**config.mk**
```make
export PLATFORM = sky130hd
export DESIGN_NAME = pwm_dbuf_gen
export DESIGN_NICKNAME = d
export VERILOG_FILES = /design/src/rtl/pwm_dbuf_pkg.sv /design/src/rtl/pwm_regs.sv /design/src/rtl/pwm_timebase.sv /design/src/rtl/pwm_compare.sv /design/src/rtl/pwm_dbuf_gen.sv
export SDC_FILE = /design/constraint.sdc
export NUM_CORES = 1
export LEC_CHECK = 0
export CORE_MARGIN = 2
export CORE_UTILIZATION = 55
export DETAILED_ROUTE_END_ITERATION = 8
export GPL_TIMING_DRIVEN = 1
export PLACE_DENSITY_LB_ADDON = 0.3
export SETUP_SLACK_MARGIN = 0.05
export SYNTH_ARGS = -nofsm -noshare
export SYNTH_HDL_FRONTEND = slang
export SYNTH_SLANG_ARGS = --single-unit
```
**constraint.sdc**
```tcl
create_clock -name clk -period 3.5 [get_ports clk]
set_input_delay 0.875 -clock clk [delete_from_list [all_inputs] [get_ports clk]]
set_output_delay 0.875 -clock clk [all_outputs]
set_load 0.01 [all_outputs]
```
**src/rtl/pwm_dbuf_pkg.sv**
```systemverilog
package pwm_dbuf_pkg;

  // log2 of the largest prescale ratio (16)
  localparam int unsigned PS_LOG_MAX = 4;

  typedef enum logic [1:0] {
    ADDR_DUTY_HI = 2'd0,
    ADDR_DUTY_LO = 2'd1,
    ADDR_PERIOD  = 2'd2,
    ADDR_CTRL    = 2'd3
  } reg_addr_e;

  // control register bit positions
  localparam int unsigned CTRL_EN_BIT = 2;

  // prescale select to right-shift amount (log2 of ratio)
  function automatic logic [2:0] ps_shift(input logic [1:0] sel);
    case (sel)
      2'b00:   ps_shift = 3'd0;
      2'b01:   ps_shift = 3'd2;
      default: ps_shift = 3'd4;
    endcase
  endfunction

endpackage

```
**src/rtl/pwm_regs.sv**
```systemverilog
module pwm_regs
  import pwm_dbuf_pkg::*;
#(
  parameter int unsigned TMR_W  = 8,
  parameter int unsigned FRAC_W = 2
) (
  input  logic                      clk,
  input  logic                      rst,
  input  logic                      wr_i,
  input  logic [1:0]                addr_i,
  input  logic [TMR_W-1:0]          wdata_i,
  output logic [TMR_W+FRAC_W-1:0]   dbuf_o,
  output logic [TMR_W-1:0]          period_o,
  output logic                      en_o,
  output logic [1:0]                ps_sel_o
);

  logic [TMR_W-1:0]  duty_hi_q;
  logic [FRAC_W-1:0] duty_lo_q;

  always_ff @(posedge clk) begin
    if (rst) begin
      duty_hi_q <= '0;
      duty_lo_q <= '0;
      period_o  <= '1;
      en_o      <= 1'b0;
      ps_sel_o  <= 2'b00;
    end else if (wr_i) begin
      case (reg_addr_e'(addr_i))
        ADDR_DUTY_HI: duty_hi_q <= wdata_i;
        ADDR_DUTY_LO: duty_lo_q <= wdata_i[FRAC_W-1:0];
        ADDR_PERIOD:  period_o  <= wdata_i;
        ADDR_CTRL: begin
          en_o     <= wdata_i[CTRL_EN_BIT];
          ps_sel_o <= wdata_i[1:0];
        end
        default: ;
      endcase
    end
  end

  assign dbuf_o = {duty_hi_q, duty_lo_q};

endmodule

```
**src/rtl/pwm_timebase.sv**
```systemverilog
module pwm_timebase
  import pwm_dbuf_pkg::*;
#(
  parameter int unsigned TMR_W  = 8,
  parameter int unsigned FRAC_W = 2
) (
  input  logic                      clk,
  input  logic                      rst,
  input  logic                      en_i,
  input  logic [1:0]                ps_sel_i,
  input  logic [TMR_W-1:0]          period_i,
  output logic [TMR_W-1:0]          tmr_o,
  output logic                      period_end_o,
  output logic [TMR_W+FRAC_W-1:0]   ext_next_o
);

  localparam int unsigned CNT_W = FRAC_W + PS_LOG_MAX;

  logic [2:0]       shift;
  logic [CNT_W-1:0] lim, fcnt_q, fcnt_n, fsh;
  logic [TMR_W-1:0] tmr_q, tmr_n;
  logic             tick_last, at_top;

  always_comb begin
    shift     = ps_shift(ps_sel_i);
    lim       = {CNT_W{1'b1}} >> (3'(PS_LOG_MAX) - shift);
    tick_last = (fcnt_q >= lim);
    at_top    = (tmr_q == period_i);
    fcnt_n    = fcnt_q;
    tmr_n     = tmr_q;
    if (en_i) begin
      if (tick_last) begin
        fcnt_n = '0;
        tmr_n  = at_top ? '0 : tmr_q + 1'b1;
      end else begin
        fcnt_n = fcnt_q + 1'b1;
      end
    end
    fsh          = fcnt_n >> shift;
    ext_next_o   = {tmr_n, fsh[FRAC_W-1:0]};
    period_end_o = en_i & tick_last & at_top;
  end

  always_ff @(posedge clk) begin
    if (rst) begin
      fcnt_q <= '0;
      tmr_q  <= '0;
    end else begin
      fcnt_q <= fcnt_n;
      tmr_q  <= tmr_n;
    end
  end

  assign tmr_o = tmr_q;

  assert_hold_when_off_R8: assert property (@(posedge clk) disable iff (rst)
    !en_i |=> ($stable(tmr_q) && $stable(fcnt_q)));

  assert_restart_after_top_R3: assert property (@(posedge clk) disable iff (rst)
    period_end_o |=> (tmr_q == '0) && (fcnt_q == '0));

endmodule

```
**src/rtl/pwm_compare.sv**
```systemverilog
module pwm_compare #(
  parameter int unsigned EXT_W = 10
) (
  input  logic             clk,
  input  logic             rst,
  input  logic             en_i,
  input  logic             wrap_i,
  input  logic [EXT_W-1:0] dbuf_i,
  input  logic [EXT_W-1:0] ext_next_i,
  output logic             out_o,
  output logic [EXT_W-1:0] shadow_o
);

  logic             out_q;
  logic [EXT_W-1:0] shadow_q;

  always_ff @(posedge clk) begin
    if (rst) begin
      out_q    <= 1'b0;
      shadow_q <= '0;
    end else if (!en_i) begin
      out_q <= 1'b0;
    end else if (wrap_i) begin
      shadow_q <= dbuf_i;
      out_q    <= (dbuf_i != '0);
    end else if (ext_next_i == shadow_q) begin
      out_q <= 1'b0;
    end
  end

  assign out_o    = out_q;
  assign shadow_o = shadow_q;

  assert_rise_at_start_R9: assert property (@(posedge clk) disable iff (rst)
    $rose(out_q) |-> $past(wrap_i));

  assert_shadow_at_boundary_R7: assert property (@(posedge clk) disable iff (rst)
    !$stable(shadow_q) |-> $past(wrap_i));

  assert_off_drives_low_R8: assert property (@(posedge clk) disable iff (rst)
    !en_i |=> !out_q);

  assert_zero_duty_low_R6: assert property (@(posedge clk) disable iff (rst)
    out_q |-> (shadow_q != '0));

endmodule

```
**src/rtl/pwm_dbuf_gen.sv**
```systemverilog
module pwm_dbuf_gen #(
  parameter int unsigned TMR_W  = 8,
  parameter int unsigned FRAC_W = 2
) (
  input  logic                    clk,
  input  logic                    rst,
  input  logic                    reg_wr,
  input  logic [1:0]              reg_addr,
  input  logic [TMR_W-1:0]        reg_wdata,
  output logic                    pwm_out,
  output logic [TMR_W+FRAC_W-1:0] shadow_duty,
  output logic [TMR_W-1:0]        timer_count
);

  localparam int unsigned EXT_W = TMR_W + FRAC_W;

  logic [EXT_W-1:0] dbuf, ext_next;
  logic [TMR_W-1:0] period;
  logic             en, wrap;
  logic [1:0]       ps_sel;

  pwm_regs #(.TMR_W(TMR_W), .FRAC_W(FRAC_W)) regs_i (
    .clk(clk), .rst(rst), .wr_i(reg_wr), .addr_i(reg_addr), .wdata_i(reg_wdata),
    .dbuf_o(dbuf), .period_o(period), .en_o(en), .ps_sel_o(ps_sel)
  );

  pwm_timebase #(.TMR_W(TMR_W), .FRAC_W(FRAC_W)) tb_i (
    .clk(clk), .rst(rst), .en_i(en), .ps_sel_i(ps_sel), .period_i(period),
    .tmr_o(timer_count), .period_end_o(wrap), .ext_next_o(ext_next)
  );

  pwm_compare #(.EXT_W(EXT_W)) cmp_i (
    .clk(clk), .rst(rst), .en_i(en), .wrap_i(wrap), .dbuf_i(dbuf),
    .ext_next_i(ext_next), .out_o(pwm_out), .shadow_o(shadow_duty)
  );

endmodule

```
---- Yosys cells after proc, flatten, opt, wreduce, memory -nomap -nowiden ----
Cells that the tools add are included.
storage, ports and cells
  register bits ........................... 46
  bits of input ports ..................... 13
  output and inout port bits .............. 19
  logic and storage cells ................. 42
operators by class
  add/sub/neg operators ................... 3
  order comparisons ....................... 1
  equal/unequal tests ..................... 6
  shift operators ......................... 2
  multiplexer cells ....................... 8
  bitwise logic cells ..................... 3
  reductions and logical operators ........ 10
operator list
  cell                                                                count
  8-bit two-way mux                                                   3
  6-bit two-way mux                                                   2
  10-bit == test                                                      1
  2-bit AND reduction                                                 5
  10-bit nonzero test                                                 1
  8-bit by 1-bit adder with 8-bit output, second input constant       1
  8-bit == test                                                       1
  6-bit by 1-bit adder with 6-bit output, second input constant       1
  6-bit >= comparator                                                 1
  3-bit one-hot mux with 2 select lines                               1
  6-bit by 3-bit right shift with 2-bit output                        1
  6-bit by 3-bit right shift with 6-bit output, first input constant  1
  2-bit by 1-bit == test with 1-bit output, second input constant     2
  2-bit == test, second input constant                                2
  2-bit zero test                                                     2
  3-bit subtractor, first input constant                              1
  1-bit bitwise AND                                                   2
  1-bit two-way mux                                                   2
  2-bit nonzero test                                                  1
  2-bit OR reduction                                                  1
  1-bit NOT                                                           1

---- Longest topological paths before layout ----
  depth in word-level cells ............... 11
  mapped depth ............................ 11
  depth with buffers taken out ............ 10

---- Hierarchy ----
A second synthesis with hierarchy kept.
second synthesis, totals
  cell total of the unflattened synthesis .. 276
  area, all modules ....................... 2,447.3 um^2
by module, submodules not included
  module        times used  cells an instance  area each (um^2)  sequential area each (um^2)
  pwm_timebase  1           122                1,032.2           280.3
  pwm_regs      1           89                 893.4             420.4
  pwm_compare   1           65                 521.8             220.2

---- Least setup slack after synthesis ----
Ideal clock, no wire load.
  path kind ............................... reg2reg
  from .................................... register regs_i.ps_sel_o[1]
  to ...................................... register cmp_i.out_q (netlist: cmp_i.out_o)
  library setup time ...................... 120 ps
  arrival ................................. 2,296 ps
  data required time ...................... 3,380 ps
  setup slack ............................. 1,084 ps
  stages on the path, launching flop included .. 12
  period minus slack after synthesis ...... 2,416 ps
  cell sequence ........................... dfxtp_1 inv_1 ha_1 a21o_1 a21oi_4 a21boi_4 buf_6 a211oi_1 xnor2_1 o2111a_1 nand4_1 o31a_1
between the ends
  word-level cells in the longest chain between the ends .. 10
RTL lines
  what                                                                         line                text
  start: declaration                                                           pwm_regs.sv:15      output logic [1:0] ps_sel_o
  start signal: assignment                                                     pwm_regs.sv:35      ps_sel_o <= wdata_i[1:0];
  2-bit by 1-bit == test with 1-bit output or 2-bit zero test (tied branches)  pwm_dbuf_pkg.sv:18  case (sel)
  3-bit one-hot mux with 2 select lines (*)                                    pwm_dbuf_pkg.sv:18
  3-bit subtractor                                                             pwm_timebase.sv:26  lim = {CNT_W{1'b1}} >> (3'(PS_LOG_MAX) - shift);
  6-bit by 3-bit right shift with 6-bit output                                 pwm_timebase.sv:26
  6-bit >= comparator                                                          pwm_timebase.sv:27  tick_last = (fcnt_q >= lim);
  6-bit two-way mux                                                            pwm_timebase.sv:32  if (tick_last) begin
  6-bit two-way mux                                                            pwm_timebase.sv:31  if (en_i) begin
  6-bit by 3-bit right shift with 2-bit output                                 pwm_timebase.sv:39  fsh = fcnt_n >> shift;
  10-bit == test                                                               pwm_compare.sv:26   end else if (ext_next_i == shadow_q) begin
  2-bit nonzero test (no line)                                                 n/a
  end signal: assignment                                                       pwm_compare.sv:25   out_q <= (dbuf_i != '0);
  end: declaration                                                             pwm_compare.sv:14   logic out_q;
Mark *: on every way between the ends. The rest lies on a longest branch, timed or not.
A chain may end at the register's enable or synchronous reset.

---- Worst setup path in the final report ----
Ends and elaborated chain as after synthesis.

==> results.toml <==
[cells_and_area]
areaGrowthSynthToFinish_pct = 18.0
finalNonFillerCells = 361
final_cell_mix = "dfxtp_1 (46), nand2_1 (42), clkdlybuf4s50_1 (31)"
nNetsFinal = 328
diodes = 0
drive_gt1_share_pct = 7.44
seqCellArea_um2 = 921
final_common_cell = "dfxtp_1"
multi_input_area_um2 = 1420
fill_cells = 385

[place]
routabilityCongestion = 0.837
dpl.hpwl_um = 4240
pre_cts_slack_ns = 0.621
place_inst = 353
port_buffers = 31

[drt]
wl_per_cell_um = 15.9
vias = 2097
firstDrtPassIters = 4
vias_per_cell = 5.81
routed_wl_um = 5760
antenna_left = 0
drt_iter0_drc = 139
drc_errors = 0

[sta]
period_share_pct = 83.1
max-slew-margin-rel_pct = 60.7
fin_ws_ns = 0.590
fin_skew_ns = 0.00388
timing.fmax_ghz = 0.344
setup_viol = 0
report.final.hold_viol_count = 0
maxSlewViolCount = 0
tns_ns = 0
rsz0062_at_grt = "false"
tightest_slew_ns = 0.588
min_period_ns = 2.91
holdWs_ns = 0.487

[power]
ir_drop_mv = 0.278
p_per_area_nw_per_um2 = 345
p_leak_uw = 0.00104

[floorplan]
core_area_um2 = 4290
start_util_pct = 56.4
rows = 24
die_w_um = 70.3
die_h_um = 70.3
io_pins = 32
die-area_um2 = 4950

[global_routing]
grt_pass1_vias = 2000
antenna_found_initial = 0
grt_max_degree = 28
grt_overflow = 0
grt_pass1_wl_um = 9750
grt.total_usage_pct = 24.9

[clocking]
cts_root_buffer = "clkbuf_8"
clock_path_buffers = 2
cts.clk_slew.worst_paths_ns = 0.09
post-cts-setup-buffers = 0
h-tree-depth = 2
cts_hold_buf = 0
worstSkewPairLatency_ns = 0.30
cts-buffers-inserted = 5
cts_resized = 0
cts.sink_count = 46
cts_tree = "done"

[yosys]
syn_avg_cell_area_um2 = 8.62
synth_edf_count = 0
ys_warn_count = 0
ys_types = 49
synth.area.top_cells = "dfxtp_1 (38%), nand2_1 (6.5%), mux2i_1 (6.2%)"
synthCells = 281
synth_nets = 301
synth_top_area_share_pct = 38.0
yosys.area.top_type = "dfxtp_1"
ys_seq_elements = 46
seq_area_frac_synth_pct = 38.0
async_flop_share_pct = 0
syn-cell-area_um2 = 2420
synthFlopType = "dfxtp_1"

[worst_hold_path]
hp-class = "flop to flop"

[worst_setup_path]
cp_max_fo = 22
critPathLaunchType = "flop"
critical-path-top-delay-family = "compound AO/OA/AOI/OAI gates"
cp.required_ns = 3.70
worstPathBufferInverterCount = 1
critPathSlowestCell = "a21boi_4"
arrival_ns = 3.11
crit_path_max_incr_delay_ns = 0.51
worst-setup-path-type = "flop to flop"
path_cells = "inv_1, ha_1, a21o_1, a21oi_4, a21boi_4, nor2b_2, a41o_1, o2111a_1, nand4_1, o31a_1"
r2r_slack_ns = 0.59
cp-end-kind = "flop"

[job]
maxCapViolCount = 0

[outcome]
status = "finished clean"
[stage by stage]
step	power [µW]	utilization [%]	instance area, µm²
floorplan	600	-	2420
global placement	627	64.1	2750
detailed placement	629	64.1	2750
CTS	984	66.6	2860
global route	1010	66.6	2860
finish	985	66.6	2860
[final cells by class]
cell class              instances  area share (%)
flip-flops and latches         46            32.2
clock inverters                 1           0.306
clock buffers                   7            3.37
repair buffers                 35            11.9
multi-input cells             218            49.6
well taps                      52            2.28
inverters                       2           0.263
[state kept, by name, summed over array words and instances, names as in the netlist]
register          flops
cmp_i.out_o           1
cmp_i.shadow_o       10
regs_i.duty_hi_q      8
regs_i.duty_lo_q      2
regs_i.en_o           1
regs_i.period_o       8
regs_i.ps_sel_o       2
tb_i.fcnt_q           6
tb_i.tmr_o            8
[worst reg2reg max path: cells and delay by family, from the launching register on]
| kind | cells | cell delay (ns) |
|---|---|---|
| compound gates | 6 | 1.43 |
| simple gates | 2 | 0.47 |
| flops | 1 | 0.42 |
| fa+ha+maj | 1 | 0.37 |
| buf+inv | 1 | 0.13 |
[final timing paths]
check / from / to / depth (start not counted)
setup reg to reg: regs_i.ps_sel_o[1] / cmp_i.out_o / 10
hold / removal: regs_i.period_o[7] / regs_i.period_o[7] / 2
hold reg to reg: regs_i.period_o[7] / regs_i.period_o[7] / 2
setup / recovery: regs_i.ps_sel_o[1] / cmp_i.out_o / 10
[metal layers]
layer | part of all wire [%] | global-route usage [%] | up-vias | wire (µm)
met5 | 0 | 0 | - | 0
met4 | 1.6 | 9.62 | 0 | 90
met3 | 4.8 | 5.77 | 7 | 275
met2 | 46 | 38.7 | 55 | 2670
met1 | 47 | 33.4 | 994 | 2720
li1 | - | - | 1041 | -
[cell families (layout without fill, tap and decap cells)]
logic type	Yosys count	in the layout	share of synthesized area [%]
AND/OR/NAND/NOR	125	125	26.0
XOR/XNOR	22	22	8.58
multiplexers	15	15	6.20
buffers and inverters	17	45	3.36
AO/OA/AOI/OAI	49	49	14.2
flip-flops	46	46	38.0
adder cells (fa/ha/maj)	7	7	3.62
[cell usage after synthesis, types with 3 or more instances]
cell and number:
dfxtp_1 46, nand2_1 42, nor2_1 28, a21oi_1 21, nand3_1 16, xnor2_1 16, mux2i_1 15, nand3b_1 11
clkbuf_1 9, ha_1 7, nand4_1 6, a211oi_1 5, o21ai_0 4, xor2_1 4, and3_1 3, nand2b_1 3
nor2b_1 3
[power breakdown]
part | leakage [µW] | switching, µW | internal, µW
combinational | 0.000616 | 36.1 | 37.5
clock | 0.0000544 | 185 | 181
sequential | 0.000373 | 10.9 | 533
total | 0.00104 | 233 | 752
(Power assumes the default switching activity.)
